`config.mk`:
```
export PLATFORM = sky130hd
export DESIGN_NAME = tick_down_timer
export DESIGN_NICKNAME = d
export VERILOG_FILES = /design/src/rtl/tmr_pkg.sv /design/src/rtl/tmr_ctrl.sv /design/src/rtl/tmr_datapath.sv /design/src/rtl/tick_down_timer.sv
export SDC_FILE = /design/constraint.sdc
export NUM_CORES = 1
export LEC_CHECK = 0
export BUFFER_PORTS_ARGS = -buffer_cell sky130_fd_sc_hd__buf_4
export CORE_ASPECT_RATIO = 0.5
export CORE_MARGIN = 3
export CORE_UTILIZATION = 57
export CTS_BUF_LIST = sky130_fd_sc_hd__clkbuf_4
export DETAILED_ROUTE_END_ITERATION = 10
export HOLD_SLACK_MARGIN = 0.15
export PLACE_DENSITY = 0.93
export SLEW_MARGIN = 0
export SYNTH_ARGS = -nofsm -noshare
export SYNTH_HDL_FRONTEND = slang
export SYNTH_SLANG_ARGS = --single-unit
```
`constraint.sdc`:
```
create_clock -name clk -period 2.5 [get_ports clk]
set_input_delay 0.375 -clock clk [delete_from_list [all_inputs] [get_ports clk]]
set_output_delay 0.375 -clock clk [all_outputs]
set_load 0.01 [all_outputs]
```
`src/rtl/tmr_pkg.sv`:
```
package tmr_pkg;
  localparam logic [1:0] ADDR_CFG = 2'd0;
  localparam logic [1:0] ADDR_LO  = 2'd1;
  localparam logic [1:0] ADDR_HI  = 2'd2;

  typedef struct packed {
    logic wrLo;
    logic wrHi;
    logic loadCnt;
    logic decCnt;
    logic reloadCnt;
    logic endCycle;
  } tmrStrobe_t;
endpackage

```
`src/rtl/tmr_ctrl.sv`:
```
module tmr_ctrl
  import tmr_pkg::*;
#(
  parameter int DATA_W = 8
) (
  input  logic              clk,
  input  logic              rstN,
  input  logic              slowTick,
  input  logic [1:0]        regAddr,
  input  logic              regWe,
  input  logic [2:0]        cfgWdata,
  input  logic              cntZero,
  output tmrStrobe_t        strb,
  output logic [DATA_W-1:0] cfgByte
);
  logic fastSel, oneShot, runBit;
  logic cfgWr, startRise, stopReq, tickEn, active;

  assign cfgWr     = regWe && (regAddr == ADDR_CFG);
  assign startRise = cfgWr && cfgWdata[0] && !runBit;
  assign stopReq   = cfgWr && !cfgWdata[0];
  assign tickEn    = fastSel | slowTick;
  assign active    = runBit && !stopReq && tickEn;

  always_comb begin
    strb           = '0;
    strb.wrLo      = regWe && (regAddr == ADDR_LO);
    strb.wrHi      = regWe && (regAddr == ADDR_HI);
    strb.loadCnt   = startRise;
    strb.decCnt    = active && !cntZero;
    strb.endCycle  = active && cntZero;
    strb.reloadCnt = active && cntZero && !oneShot;
  end

  always_ff @(posedge clk or negedge rstN) begin
    if (!rstN) begin
      fastSel <= 1'b0;
      oneShot <= 1'b0;
      runBit  <= 1'b0;
    end else if (cfgWr) begin
      fastSel <= cfgWdata[2];
      oneShot <= cfgWdata[1];
      runBit  <= cfgWdata[0];
    end else if (strb.endCycle && oneShot) begin
      runBit  <= 1'b0;
    end
  end

  assign cfgByte = {{(DATA_W-3){1'b0}}, fastSel, oneShot, runBit};


  oneshot_stop_chk: assert property (@(posedge clk) disable iff (!rstN)
    (strb.endCycle && oneShot && !cfgWr) |=> !runBit);


  stop_write_chk: assert property (@(posedge clk) disable iff (!rstN)
    stopReq |=> !runBit);


  write_wins_chk: assert property (@(posedge clk) disable iff (!rstN)
    (cfgWr && cfgWdata[0]) |=> runBit);


  slow_gate_chk: assert property (@(posedge clk) disable iff (!rstN)
    (!fastSel && !slowTick) |-> !(strb.decCnt || strb.endCycle));
endmodule

```
`src/rtl/tmr_datapath.sv`:
```
module tmr_datapath
  import tmr_pkg::*;
#(
  parameter int DATA_W = 8,
  localparam int CNT_W = 2 * DATA_W
) (
  input  logic              clk,
  input  logic              rstN,
  input  tmrStrobe_t        strb,
  input  logic [DATA_W-1:0] wrData,
  output logic [CNT_W-1:0]  reloadVal,
  output logic [CNT_W-1:0]  count,
  output logic              cntZero,
  output logic              termPulse
);
  logic [DATA_W-1:0] loByte, hiByte;

  assign reloadVal = {hiByte, loByte};
  assign cntZero   = (count == '0);

  always_ff @(posedge clk or negedge rstN) begin
    if (!rstN) begin
      loByte <= '0;
      hiByte <= '0;
    end else begin
      if (strb.wrLo) loByte <= wrData;
      if (strb.wrHi) hiByte <= wrData;
    end
  end

  always_ff @(posedge clk or negedge rstN) begin
    if (!rstN) begin
      count     <= '0;
      termPulse <= 1'b0;
    end else begin
      termPulse <= strb.endCycle;
      if (strb.loadCnt || strb.reloadCnt) count <= reloadVal;
      else if (strb.decCnt)               count <= count - 1'b1;
    end
  end


  term_zero_chk: assert property (@(posedge clk) disable iff (!rstN)
    termPulse |-> ($past(count) == '0));


  load_value_chk: assert property (@(posedge clk) disable iff (!rstN)
    strb.loadCnt |=> (count == $past(reloadVal)));


  dec_step_chk: assert property (@(posedge clk) disable iff (!rstN)
    strb.decCnt |=> (count == $past(count) - 1'b1));


  hold_chk: assert property (@(posedge clk) disable iff (!rstN)
    !(strb.loadCnt || strb.decCnt || strb.reloadCnt) |=> $stable(count));


  strobe_excl_chk: assert property (@(posedge clk) disable iff (!rstN)
    $onehot0({strb.loadCnt, strb.decCnt, strb.endCycle}));
endmodule

```
`src/rtl/tick_down_timer.sv`:
```
module tick_down_timer
  import tmr_pkg::*;
#(
  parameter int DATA_W = 8,
  localparam int CNT_W = 2 * DATA_W
) (
  input  logic              clk,
  input  logic              rstN,
  input  logic              slowTick,
  input  logic [1:0]        regAddr,
  input  logic              regWe,
  input  logic [DATA_W-1:0] regWdata,
  output logic [DATA_W-1:0] regRdata,
  output logic              termPulse,
  output logic [CNT_W-1:0]  countNow
);
  tmrStrobe_t        strb;
  logic [DATA_W-1:0] cfgByte;
  logic [CNT_W-1:0]  reloadVal;
  logic              cntZero;

  tmr_ctrl #(.DATA_W(DATA_W)) ctrl_i (
    .clk      (clk),
    .rstN     (rstN),
    .slowTick (slowTick),
    .regAddr  (regAddr),
    .regWe    (regWe),
    .cfgWdata (regWdata[2:0]),
    .cntZero  (cntZero),
    .strb     (strb),
    .cfgByte  (cfgByte)
  );

  tmr_datapath #(.DATA_W(DATA_W)) dp_i (
    .clk       (clk),
    .rstN      (rstN),
    .strb      (strb),
    .wrData    (regWdata),
    .reloadVal (reloadVal),
    .count     (countNow),
    .cntZero   (cntZero),
    .termPulse (termPulse)
  );

  always_comb begin
    case (regAddr)
      ADDR_CFG: regRdata = cfgByte;
      ADDR_LO:  regRdata = reloadVal[DATA_W-1:0];
      ADDR_HI:  regRdata = reloadVal[CNT_W-1:DATA_W];
      default:  regRdata = '0;
    endcase
  end
endmodule

```
==> flow_metrics.py <==
metrics = {
    "finish": {
        "fin_util_pct": 76.5,
        "drive_above_1_share_pct": 33.9,
        "n_antenna_cell": 0,
        "final_cell_mix": "43 x buf_4, 36 x dfrtp_1, 19 x nand2_1",
        "multi_input_comb_area_um2": 1070,
        "layout_commonest_cell": "buf_4",
        "nNetsFinal": 248,
        "seq_area_um2": 901,
        "areaGrowthSynthToFinish_pct": 20.2,
        "fillers": 213,
    },
    "power": {
        "power_density_nw_per_um2": 976,
        "internal_power_mw": 1.47,
        "p_switching_mw": 0.928,
        "p_sw_share_pct": 38.7,
        "pwr-share-seq_pct": 43.9,
        "power_leakage_nw": 1.09,
        "pwr-share-clk_pct": 18.2,
        "ir_drop_mv": 0.490,
        "p_total_mw": 2.40,
        "power_frac_comb_pct": 37.9,
    },
    "critical_path": {
        "crit_cells": 8,
        "slowest_stage": "dfrtp_1",
        "reg2reg_slack_ps": 160,
        "path_max_fanout": 10,
        "crit_required_ps": 2750,
        "criticalPathCategory": "reg2reg",
        "reg2reg_depth": 8,
        "crit_family": "compound AO/OA/AOI/OAI gates",
        "end_kind": "flip-flop",
        "cp.buffers_inverters": 2,
        "critical-path-max-stage-delay_ps": 440,
        "crit_path_start_kind": "flip-flop",
        "worstPathCellList": "inv_1, ha_1, nor3b_1, and2_1, a21oi_2, buf_4, o211a_1, a211o_1",
        "cp.arrival_ps": 2590,
    },
    "floorplan": {
        "initial_utilization_pct": 63.7,
        "io_pins": 39,
        "rows": 14,
        "die_y_um": 48.3,
        "coreArea_um2": 3210,
        "die_area_um2": 4380,
        "die_w_um": 90.6,
    },
    "flow_run": {
        "cap_violations": 0,
    },
    "global_routing": {
        "grt_use_met2_pct": 37.9,
        "grt_overflow": 0,
        "grt_max_degree": 37,
        "use_met1_pct": 37.6,
        "use_met3_pct": 6.35,
        "grt_pass1_wl_mm": 8.78,
        "grt_antenna_before_repair": 0,
        "grt_pass1_vias": 1671,
        "top_usage_layer": "met2",
        "gr-usage-all-layers_pct": 25.8,
    },
    "logic_synthesis": {
        "synthCells": 190,
        "synth_top_area_share_pct": 44.1,
        "syn_nets": 206,
        "syn_avg_cell_area_um2": 10.7,
        "ys_ff_latch": 36,
        "synth_cell_types": 44,
        "yosysSeqAreaShare_pct": 44.1,
        "yosys-top-cells-area": "dfrtp_1 44%, mux2_2 9.9%, mux2i_1 4.4%",
        "synth_warnings": 0,
        "syn_area_um2": 2040,
        "yosysTopAreaCell": "dfrtp_1",
    },
    "clock_tree": {
        "cts-root-buf": "clkbuf_4",
        "clk_latency_ps": 360,
        "ctsHtreeMaxLevel": 2,
        "clockBufferDepth": 2,
        "tritoncts": "done",
        "path_clk_slew_ps": 120,
        "cts_inserted_buffers": 5,
        "clock_sink_count": 36,
    },
    "sta": {
        "slew_viol_final": 0,
        "period_share_pct": 93.4,
        "max_slew_margin_pct": 61.1,
        "worst_pin_slew_ps": 583,
        "fin_tns_setup_ps": 0,
        "fin_worst_skew_ps": 6.73,
        "hold_violations": 0,
        "timing.fmax_mhz": 428,
        "min_period_ps": 2340,
        "setup_ws_ps": 165,
        "rsz0062_at_grt": "false",
        "setup_violations": 0,
    },
    "worst_hold_path": {
        "hp-class": "in2reg",
        "min_path_cells": 3,
    },
    "placed_design": {
        "place_ws_ps": 202,
        "gp_congestion": 0.941,
        "io_buffers": 38,
        "dp_hpwl_mm": 3.93,
    },
    "detailed_routing": {
        "ant_nets": 0,
        "drt-initial-drc-count": 250,
        "drt-total-wl_mm": 5.40,
        "first_pass_iters": 5,
        "avgRoutedWirePerCell_um": 19.2,
        "vias_per_cell": 6.42,
        "drc": 0,
        "num_vias": 1803,
    },
    "status": {
        "run_status": "finished, final reports clean",
    },
}
## registers in the layout (all words and copies together), names as in the netlist
name and count:
ctrl_i.runBit 1, ctrl_i.oneShot 1, dp_i.termPulse 1, dp_i.loByte 8, dp_i.hiByte 8, ctrl_i.fastSel 1
dp_i.count 16
## metal layers
layer	routed length, um	vias to the layer above
met5	0	-
met2	2340	94
met3	432	13
met1	2550	878
met4	80	0
li1	-	818
## cell families after synthesis
group	Yosys count	synth area share [%]
flip-flops	36	44.1
adder cells (fa/ha/maj)	2	1.23
AND/OR/NAND/NOR	73	20.3
multiplexers	27	14.3
AO/OA/AOI/OAI	40	16.3
buffers and inverters	12	3.68
## layout make-up
type	instances	share of cell area [%]
clock inverter	2	1.43
timing repair buffer	44	13.6
inverter	3	0.459
tap	48	2.45
clock buffer	6	1.84
sequential	36	36.7
multi-input combinational	142	43.5
## repair_timing
action | 4_1_cts | 5_1_grt
buffers inserted | 0 | 0
hold buffers | 1 | 0
hold endpoints to repair | 36 | 0
gates resized for setup | 0 | 2
endpoints found under the setup margin | 0 | 9
## tightest hold or removal path: stages
cell and delay, ps:
buf_4 90, nand2_1 60, nand2_1 50
## power groups by stage
stage	Sequential (mW)	Combinational, mW	Clock [mW]
6_report	1.05	0.908	0.436
5_1_grt	1.09	0.987	0.454
4_1_cts	1.04	0.905	0.430
3_5_place_dp	1.05	0.899	0
3_3_place_gp	1.04	0.873	0
2_1_floorplan	1.04	0.480	0
## cell usage after synthesis, drive strengths merged
cell type	instances
inv	3
or3	3
nor2b	2
mux2	18
nor3	8
nor2	9
a22o	5
mux2i	9
nand4	5
buf	7
o221ai	2
a211o	4
nand3	10
o21a	1
nor3b	2
dfrtp	36
a21oi	3
ha	2
nand2	19
o211ai	3
o21ai	5
or2	1
or3b	1
a21boi	3
nor4	2
or4b	1
o221a	6
clkbuf	2
o211a	2
and3	3
o41ai	1
nor4b	1
o22a	1
a21o	2
or4	4
a221o	2
and2	1
nand3b	1
## stage by stage
step | std cells | hold WS (ps) | instance area (um^2)
after floorplan | 190 | 79.4 | 2040
after global placement | 272 | 349 | 2360
after detailed placement | 272 | 355 | 2360
after CTS | 281 | 231 | 2450
after global routing | 281 | 245 | 2450
final | 281 | 244 | 2450
## path summary, 6_finish.rpt
check                                           start                          to
max                         dp_i.count[0]$_DFFE_PN0P_  dp_i.count[15]$_DFFE_PN0P_
min                                       regWdata[2]  ctrl_i.fastSel$_DFFE_PN0N_
max reg2reg                 dp_i.count[0]$_DFFE_PN0P_  dp_i.count[15]$_DFFE_PN0P_
min reg2reg                dp_i.loByte[1]$_DFFE_PN0P_  dp_i.loByte[1]$_DFFE_PN0P_
max in group asynchronous                        rstN  dp_i.count[15]$_DFFE_PN0P_
min in group asynchronous                        rstN  dp_i.loByte[2]$_DFFE_PN0P_
(Power assumes the default switching activity.)
